`src/rtl/cid_pwr_pkg.sv`:
```
package cid_pwr_pkg;

  localparam int REG_W      = 8;
  localparam int STAT_BIT   = 4;
  localparam int DETEN_BIT  = 5;
  localparam int CLKSEL_BIT = 6;

  typedef enum logic {
    PH_SLEEP = 1'b0,
    PH_AWAKE = 1'b1
  } phase_e;

  typedef struct packed {
    logic pwrOn;
    logic rxAccept;
  } ctrl_strb_t;

endpackage

```
`src/rtl/cid_sync.sv`:
```
module cid_sync #(
  parameter int W = 1,
  parameter logic [W-1:0] RST_VAL = '0
) (
  input  logic         clk,
  input  logic         rstN,
  input  logic [W-1:0] d,
  output logic [W-1:0] q
);

  for (genvar i = 0; i < W; i++) begin : g_bit
    logic stage1;
    logic stage2;
    always_ff @(posedge clk or negedge rstN) begin
      if (!rstN) begin
        stage1 <= RST_VAL[i];
        stage2 <= RST_VAL[i];
      end else begin
        stage1 <= d[i];
        stage2 <= stage1;
      end
    end
    assign q[i] = stage2;
  end

endmodule

```
`src/rtl/cid_pwr_ctrl.sv`:
```
module cid_pwr_ctrl
  import cid_pwr_pkg::*;
#(
  parameter int KEYS       = 4,
  parameter int IDLE_TICKS = 983040
) (
  input  logic            clk,
  input  logic            rstN,
  input  logic            ringTimeN,
  input  logic [KEYS-1:0] keyIn,
  input  logic            ringDetN,
  input  logic            carrDetN,
  input  logic            subTick,
  input  logic            byteXfer,
  output ctrl_strb_t      strb
);

  localparam int SW = KEYS + 3;
  localparam int CW = $clog2(IDLE_TICKS + 1);
  localparam logic [CW-1:0] LAST = CW'(IDLE_TICKS - 1);
  localparam logic [SW-1:0] SYNC_RST = {3'b111, {KEYS{1'b0}}};

  logic [SW-1:0] syncQ;
  logic          sRingTimeN;
  logic          sRingDetN;
  logic          sCarrDetN;
  logic          keyAny;
  logic          wakeSrc;
  logic          activity;
  phase_e        phase;
  logic [CW-1:0] idleCnt;

  cid_sync #(.W(SW), .RST_VAL(SYNC_RST)) u_sync (
    .clk (clk),
    .rstN(rstN),
    .d   ({ringTimeN, ringDetN, carrDetN, keyIn}),
    .q   (syncQ)
  );

  assign sRingTimeN = syncQ[KEYS+2];
  assign sRingDetN  = syncQ[KEYS+1];
  assign sCarrDetN  = syncQ[KEYS];
  assign keyAny     = |syncQ[KEYS-1:0];

  assign wakeSrc  = !sRingTimeN || keyAny;
  assign activity = !sRingDetN || !sCarrDetN || keyAny || byteXfer;

  always_ff @(posedge clk or negedge rstN) begin
    if (!rstN) begin
      phase   <= PH_SLEEP;
      idleCnt <= '0;
    end else begin
      unique case (phase)
        PH_SLEEP: begin
          idleCnt <= '0;
          if (wakeSrc) phase <= PH_AWAKE;
        end
        PH_AWAKE: begin
          if (activity) begin
            idleCnt <= '0;
          end else if (subTick) begin
            if (idleCnt == LAST) begin
              phase   <= PH_SLEEP;
              idleCnt <= '0;
            end else begin
              idleCnt <= idleCnt + 1'b1;
            end
          end
        end
        default: phase <= PH_SLEEP;
      endcase
    end
  end

  assign strb.pwrOn    = (phase == PH_AWAKE);
  assign strb.rxAccept = (phase == PH_AWAKE);

  AST_STAY_ASLEEP: assert property (@(posedge clk) disable iff (!rstN)
    (phase == PH_SLEEP && !wakeSrc) |=> (phase == PH_SLEEP));
  AST_HOLD_ON_DETECT: assert property (@(posedge clk) disable iff (!rstN)
    (phase == PH_AWAKE && (!sRingDetN || !sCarrDetN)) |=> (phase == PH_AWAKE));
  AST_SLEEP_AFTER_IDLE: assert property (@(posedge clk) disable iff (!rstN)
    $fell(strb.pwrOn) |-> $past(idleCnt == LAST && subTick && !activity));

endmodule

```
`src/rtl/cid_pwr_dp.sv`:
```
module cid_pwr_dp
  import cid_pwr_pkg::*;
#(
  parameter int DATA_W = 8
) (
  input  logic              clk,
  input  logic              rstN,
  input  ctrl_strb_t        strb,
  input  logic              rxValid,
  input  logic [DATA_W-1:0] rxData,
  input  logic              battCmpOk,
  input  logic              regWrEn,
  input  logic [REG_W-1:0]  regWrData,
  output logic [REG_W-1:0]  regRdData,
  output logic              hostValid,
  output logic [DATA_W-1:0] hostData,
  output logic              cmpPwrEn,
  output logic              fastClkEn,
  output logic              slowClkEn
);

  logic detEn;
  logic clkSel;
  logic lowBatOk;
  logic unusedWrBits;

  assign unusedWrBits = ^{regWrData[7], regWrData[STAT_BIT:0]};

  // Register bits that software can write
  always_ff @(posedge clk or negedge rstN) begin
    if (!rstN) begin
      detEn  <= 1'b0;
      clkSel <= 1'b0;
    end else if (regWrEn) begin
      detEn  <= regWrData[DETEN_BIT];
      clkSel <= regWrData[CLKSEL_BIT];
    end
  end

  // Battery status, forced to normal while detection is off
  always_ff @(posedge clk or negedge rstN) begin
    if (!rstN) lowBatOk <= 1'b1;
    else       lowBatOk <= detEn ? battCmpOk : 1'b1;
  end

  assign cmpPwrEn = detEn;

  always_comb begin
    regRdData             = '0;
    regRdData[STAT_BIT]   = lowBatOk;
    regRdData[DETEN_BIT]  = detEn;
    regRdData[CLKSEL_BIT] = clkSel;
  end

  // Break-before-make clock handover
  always_ff @(posedge clk or negedge rstN) begin
    if (!rstN) begin
      fastClkEn <= 1'b0;
      slowClkEn <= 1'b1;
    end else if (clkSel) begin
      if (slowClkEn) slowClkEn <= 1'b0;
      else           fastClkEn <= 1'b1;
    end else begin
      if (fastClkEn) fastClkEn <= 1'b0;
      else           slowClkEn <= 1'b1;
    end
  end

  // Byte forwarding to the host
  always_ff @(posedge clk or negedge rstN) begin
    if (!rstN) begin
      hostValid <= 1'b0;
      hostData  <= '0;
    end else begin
      hostValid <= rxValid && strb.rxAccept;
      if (rxValid && strb.rxAccept) hostData <= rxData;
    end
  end

  AST_CLK_EXCLUSIVE: assert property (@(posedge clk) disable iff (!rstN)
    !(fastClkEn && slowClkEn));
  AST_HOST_GATED: assert property (@(posedge clk) disable iff (!rstN)
    hostValid |-> $past(rxValid && strb.rxAccept));
  AST_STATUS_HELD: assert property (@(posedge clk) disable iff (!rstN)
    $past(!detEn) |-> lowBatOk);
  AST_SEL_WRITE: assert property (@(posedge clk) disable iff (!rstN)
    regWrEn |=> (clkSel == $past(regWrData[CLKSEL_BIT])));

endmodule

```
`src/rtl/cid_power_seq.sv`:
```
module cid_power_seq
  import cid_pwr_pkg::*;
#(
  parameter int KEYS       = 4,
  parameter int DATA_W     = 8,
  parameter int IDLE_TICKS = 983040
) (
  input  logic              clk,
  input  logic              rstN,
  input  logic              ringTimeN,
  input  logic [KEYS-1:0]   keyIn,
  input  logic              ringDetN,
  input  logic              carrDetN,
  input  logic              subTick,
  input  logic              rxValid,
  input  logic [DATA_W-1:0] rxData,
  input  logic              battCmpOk,
  input  logic              regWrEn,
  input  logic [7:0]        regWrData,
  output logic [7:0]        regRdData,
  output logic              demodPwrEn,
  output logic              hostValid,
  output logic [DATA_W-1:0] hostData,
  output logic              cmpPwrEn,
  output logic              fastClkEn,
  output logic              slowClkEn
);

  ctrl_strb_t strb;

  cid_pwr_ctrl #(.KEYS(KEYS), .IDLE_TICKS(IDLE_TICKS)) u_ctrl (
    .clk      (clk),
    .rstN     (rstN),
    .ringTimeN(ringTimeN),
    .keyIn    (keyIn),
    .ringDetN (ringDetN),
    .carrDetN (carrDetN),
    .subTick  (subTick),
    .byteXfer (hostValid),
    .strb     (strb)
  );

  cid_pwr_dp #(.DATA_W(DATA_W)) u_dp (
    .clk      (clk),
    .rstN     (rstN),
    .strb     (strb),
    .rxValid  (rxValid),
    .rxData   (rxData),
    .battCmpOk(battCmpOk),
    .regWrEn  (regWrEn),
    .regWrData(regWrData),
    .regRdData(regRdData),
    .hostValid(hostValid),
    .hostData (hostData),
    .cmpPwrEn (cmpPwrEn),
    .fastClkEn(fastClkEn),
    .slowClkEn(slowClkEn)
  );

  assign demodPwrEn = strb.pwrOn;

endmodule

```
`config.mk`:
```
export PLATFORM = sky130hd
export DESIGN_NAME = cid_power_seq
export DESIGN_NICKNAME = d
export VERILOG_FILES = /design/src/rtl/cid_pwr_pkg.sv /design/src/rtl/cid_sync.sv /design/src/rtl/cid_pwr_ctrl.sv /design/src/rtl/cid_pwr_dp.sv /design/src/rtl/cid_power_seq.sv
export SDC_FILE = /design/constraint.sdc
export NUM_CORES = 1
export LEC_CHECK = 0
export ABC_AREA = 1
export BUFFER_PORTS_ARGS = -buffer_cell sky130_fd_sc_hd__buf_2
export CAP_MARGIN = 25
export CORE_MARGIN = 2
export CORE_UTILIZATION = 50
export DETAILED_ROUTE_END_ITERATION = 6
export HOLD_SLACK_MARGIN = 0.06
export PLACE_DENSITY = 0.75
export SLEW_MARGIN = 20
export SYNTH_ARGS = -nofsm -noshare
export SYNTH_HDL_FRONTEND = slang
export SYNTH_SLANG_ARGS = --single-unit
```
`constraint.sdc`:
```
create_clock -name clk -period 2.1 [get_ports clk]
set_input_delay 0.21 -clock clk [delete_from_list [all_inputs] [get_ports clk]]
set_output_delay 0.21 -clock clk [all_outputs]
set_load 0.05 [all_outputs]
```
==> results.toml <==
[outcome]
status = "finished clean"

[timing]
slew_violations = 0
hold_viol = 0
clock.fmax_ghz = 0.5860
fin_tns_setup_ps = 0
rsz0062_at_grt = "false"
period_needed_ps = 1706
setup-violations-final = 0
clock_skew_ps = 13.01
post-route-period-util_pct = 81.25
whs_ps = 84.45

[clock_tree]
cts_buffers = 5
cts.sink_count = 49
clock_latency_ps = 310
cts_resized = 0
cts.htree.levels = 2
cts_tree = "done"
cts-root-buf = "clkbuf_8"
clkTransAtPathRegs_ps = 100
cts_buffer_depth = 2

[drt]
ant_nets = 0
num_vias = 1695
drc = 0
vias_per_cell = 4.669
dr.pass1.iters = 4
drtIter0Drc = 55
drt_wl_total_microns = 3853
wl_per_cell_microns = 10.61

[final_layout]
antenna_cells = 0
post-route-util_pct = 60.39
area_delta_synth_final_pct = 17.51
post-route-cell-area_sq_um = 2611
layout-drive-gt1-share_pct = 21.54
finalNonFillerCells = 363
nets = 340

[critical_path]
slowest_delay_ps = 390
crit_buf_inv = 1
startpoint = "u_ctrl.idleCnt[0]"
arrival_ps = 1890
crit_chain = "ha_1 > nand2_1 > nor2_2 > nand2_2 > nor2_4 > nand3_2 > nand2_1 > nand2_2 > inv_2 > nor2_1"
rr_endpoint = "u_ctrl.idleCnt[10]"
cp-end-kind = "register"
cp_top_family = "simple AND/OR/NAND/NOR gates"
crit_path_top_delay_cell = "dfrtp_1"
cp.required_ps = 2290
crit_type = "reg -> reg"
worst-path-max-fanout = 12
worst_setup_path_start_kind = "register"
r2r_start = "u_ctrl.idleCnt[0]"
worst_r2r_path_depth = 10
worstSetupPathDepth = 10
reg2reg_slack_ps = 390

[min_path]
min_path_type = "in -> reg"
hold_start = "rxData[7]"
whs_path_depth = 3
hold_end = "u_dp.hostData[7]"

[global_routing]
antenna_found_initial = 0
grt_pass1_vias = 1567
grt.overflow.total = 0
track_usage_pct = 16.92
grt_first_pass_wirelength_microns = 6782
grt_max_degree = 27

[placement]
gp_congestion = 0.8834
placed_area_sq_um = 2431
hpwlAfterDp_microns = 2839
portBuffers = 38
dpl.cell_count = 347

[floorplan]
num_rows = 24
coreArea_sq_um = 4324
die-area_sq_um = 4994
io_pins = 50
initial_utilization_pct = 51.39
die_y_microns = 70.67
fp.dieW_microns = 70.67

[power_and_ir_drop]
p_per_area_nw_per_um2 = 700.2
ir_drop_v = 0.0005329
power_leakage_nw = 1.275

[synth]
yosysUniqueCellTypes = 26
syn_area_sq_um = 2222
syn_inst = 261
ys_seq_elements = 49
ys_seq_area_share_pct = 55.63
syn_avg_cell_area_sq_um = 8.514
yosysWarnings = 0

[run]
maxCapViolations = 0
metal layers:
metal	track usage, %	vias to the layer above	share of wire, %
li1	-	880	-
met1	23.22	770	48
met2	27.04	38	47
met3	3.704	7	4.2
met4	5.660	0	1.3
met5	0	-	0
cell type report:
type | instances | area [sq um]
Inverter | 33 | 123.9
Multi-Input combinational cell | 173 | 800.8
Clock inverter | 2 | 17.52
Clock buffer | 6 | 82.58
Timing Repair Buffer | 48 | 285.3
Tap cell | 52 | 65.06
Sequential cell | 49 | 1236
Fill cell | 370 | 1713
worst reg2reg max path: cells and delay by family (launching register included):
kind | cells | cell delay, ps
flip-flops | 1 | 390
AND/OR/NAND/NOR | 8 | 790
buffers and inverters | 1 | 220
adder cells (fa/ha/maj) | 1 | 180
where the power goes:
group / leakage, nW / total (mW) / internal (mW) / switching, mW
Clock: 0.0518 / 0.594 / 0.274 / 0.321
Combinational: 0.611 / 0.229 / 0.0575 / 0.172
Sequential: 0.612 / 1.00 / 0.988 / 0.0164
Total: 1.27 / 1.83 / 1.32 / 0.509
cells by family after synthesis:
| kind of cell | synth area share [%] |
|---|---|
| flip-flops | 55.63 |
| AND/OR/NAND/NOR | 28.94 |
| XOR/XNOR | 2.759 |
| multiplexers | 0.4505 |
| buffers and inverters | 9.008 |
| AO/OA/AOI/OAI | 2.477 |
| other | 0.1688 |
| adder cells (fa/ha/maj) | 0.5630 |
placed cells by master, fill, tap and decap left out, drive strengths merged:
cell type    netlist  layout
dlygate4sd3        0       8
nor3               5       5
inv               32      33
or2                1       1
nand2             88      88
mux2i              1       1
nand4              4       4
nand3             16      16
clkbuf             0       6
o21ai              4       4
o21bai             4       4
nor3b              1       1
clkinv             1       2
xor2               7       7
dfrtp             41      41
buf               10      40
ha                 1       1
a21oi              1       1
dfstp              8       8
conb               1       5
nor2              35      35
synthesized netlist by cell type (all sizes together):
cell | count | area (sq um)
inv | 32 | 120.1
or2 | 1 | 6.260
o21bai | 4 | 30.03
xor2 | 7 | 61.31
clkinv | 1 | 3.750
dfstp | 8 | 210.2
ha | 1 | 12.51
a21oi | 1 | 5.000
nand2 | 88 | 337.8
nor3 | 5 | 25.02
nand3 | 16 | 90.09
nor3b | 1 | 7.510
mux2i | 1 | 10.01
o21ai | 4 | 20.02
buf | 10 | 76.32
conb | 1 | 3.750
nand4 | 4 | 25.02
nor2 | 35 | 151.4
dfrtp | 41 | 1026
worst max-delay path by stage:
stage                              end  slack [ps]
CTS                 u_ctrl.idleCnt[10]         370
global route         u_ctrl.idleCnt[9]         210
detailed placement   u_ctrl.idleCnt[6]         380
floorplan            u_ctrl.idleCnt[9]         500
finish              u_ctrl.idleCnt[10]         390
global placement     u_ctrl.idleCnt[8]         430
flip-flops by register name (all words and copies together) (netlist names):
name,flops
u_ctrl.idleCnt,20
u_ctrl.phase,1
u_ctrl.u_sync.g_bit.stage1,7
u_ctrl.u_sync.g_bit.stage2,7
u_dp.clkSel,1
u_dp.cmpPwrEn,1
u_dp.fastClkEn,1
u_dp.hostData,8
u_dp.hostValid,1
u_dp.lowBatOk,1
u_dp.slowClkEn,1
metrics by stage:
stage	power, mW	setup WS (ps)
after floorplan	1.181	497.3
after CTS	1.853	367.7
final	1.828	393.7
after detailed placement	1.243	378.2
after global placement	1.239	433.3
after global routing	1.908	208.0
repair_timing:
item	CTS	global route
hold endpoints to repair	29	0
buffers inserted	0	0
hold buffers	8	0
Note: power is estimated with default switching activity, not from simulation.
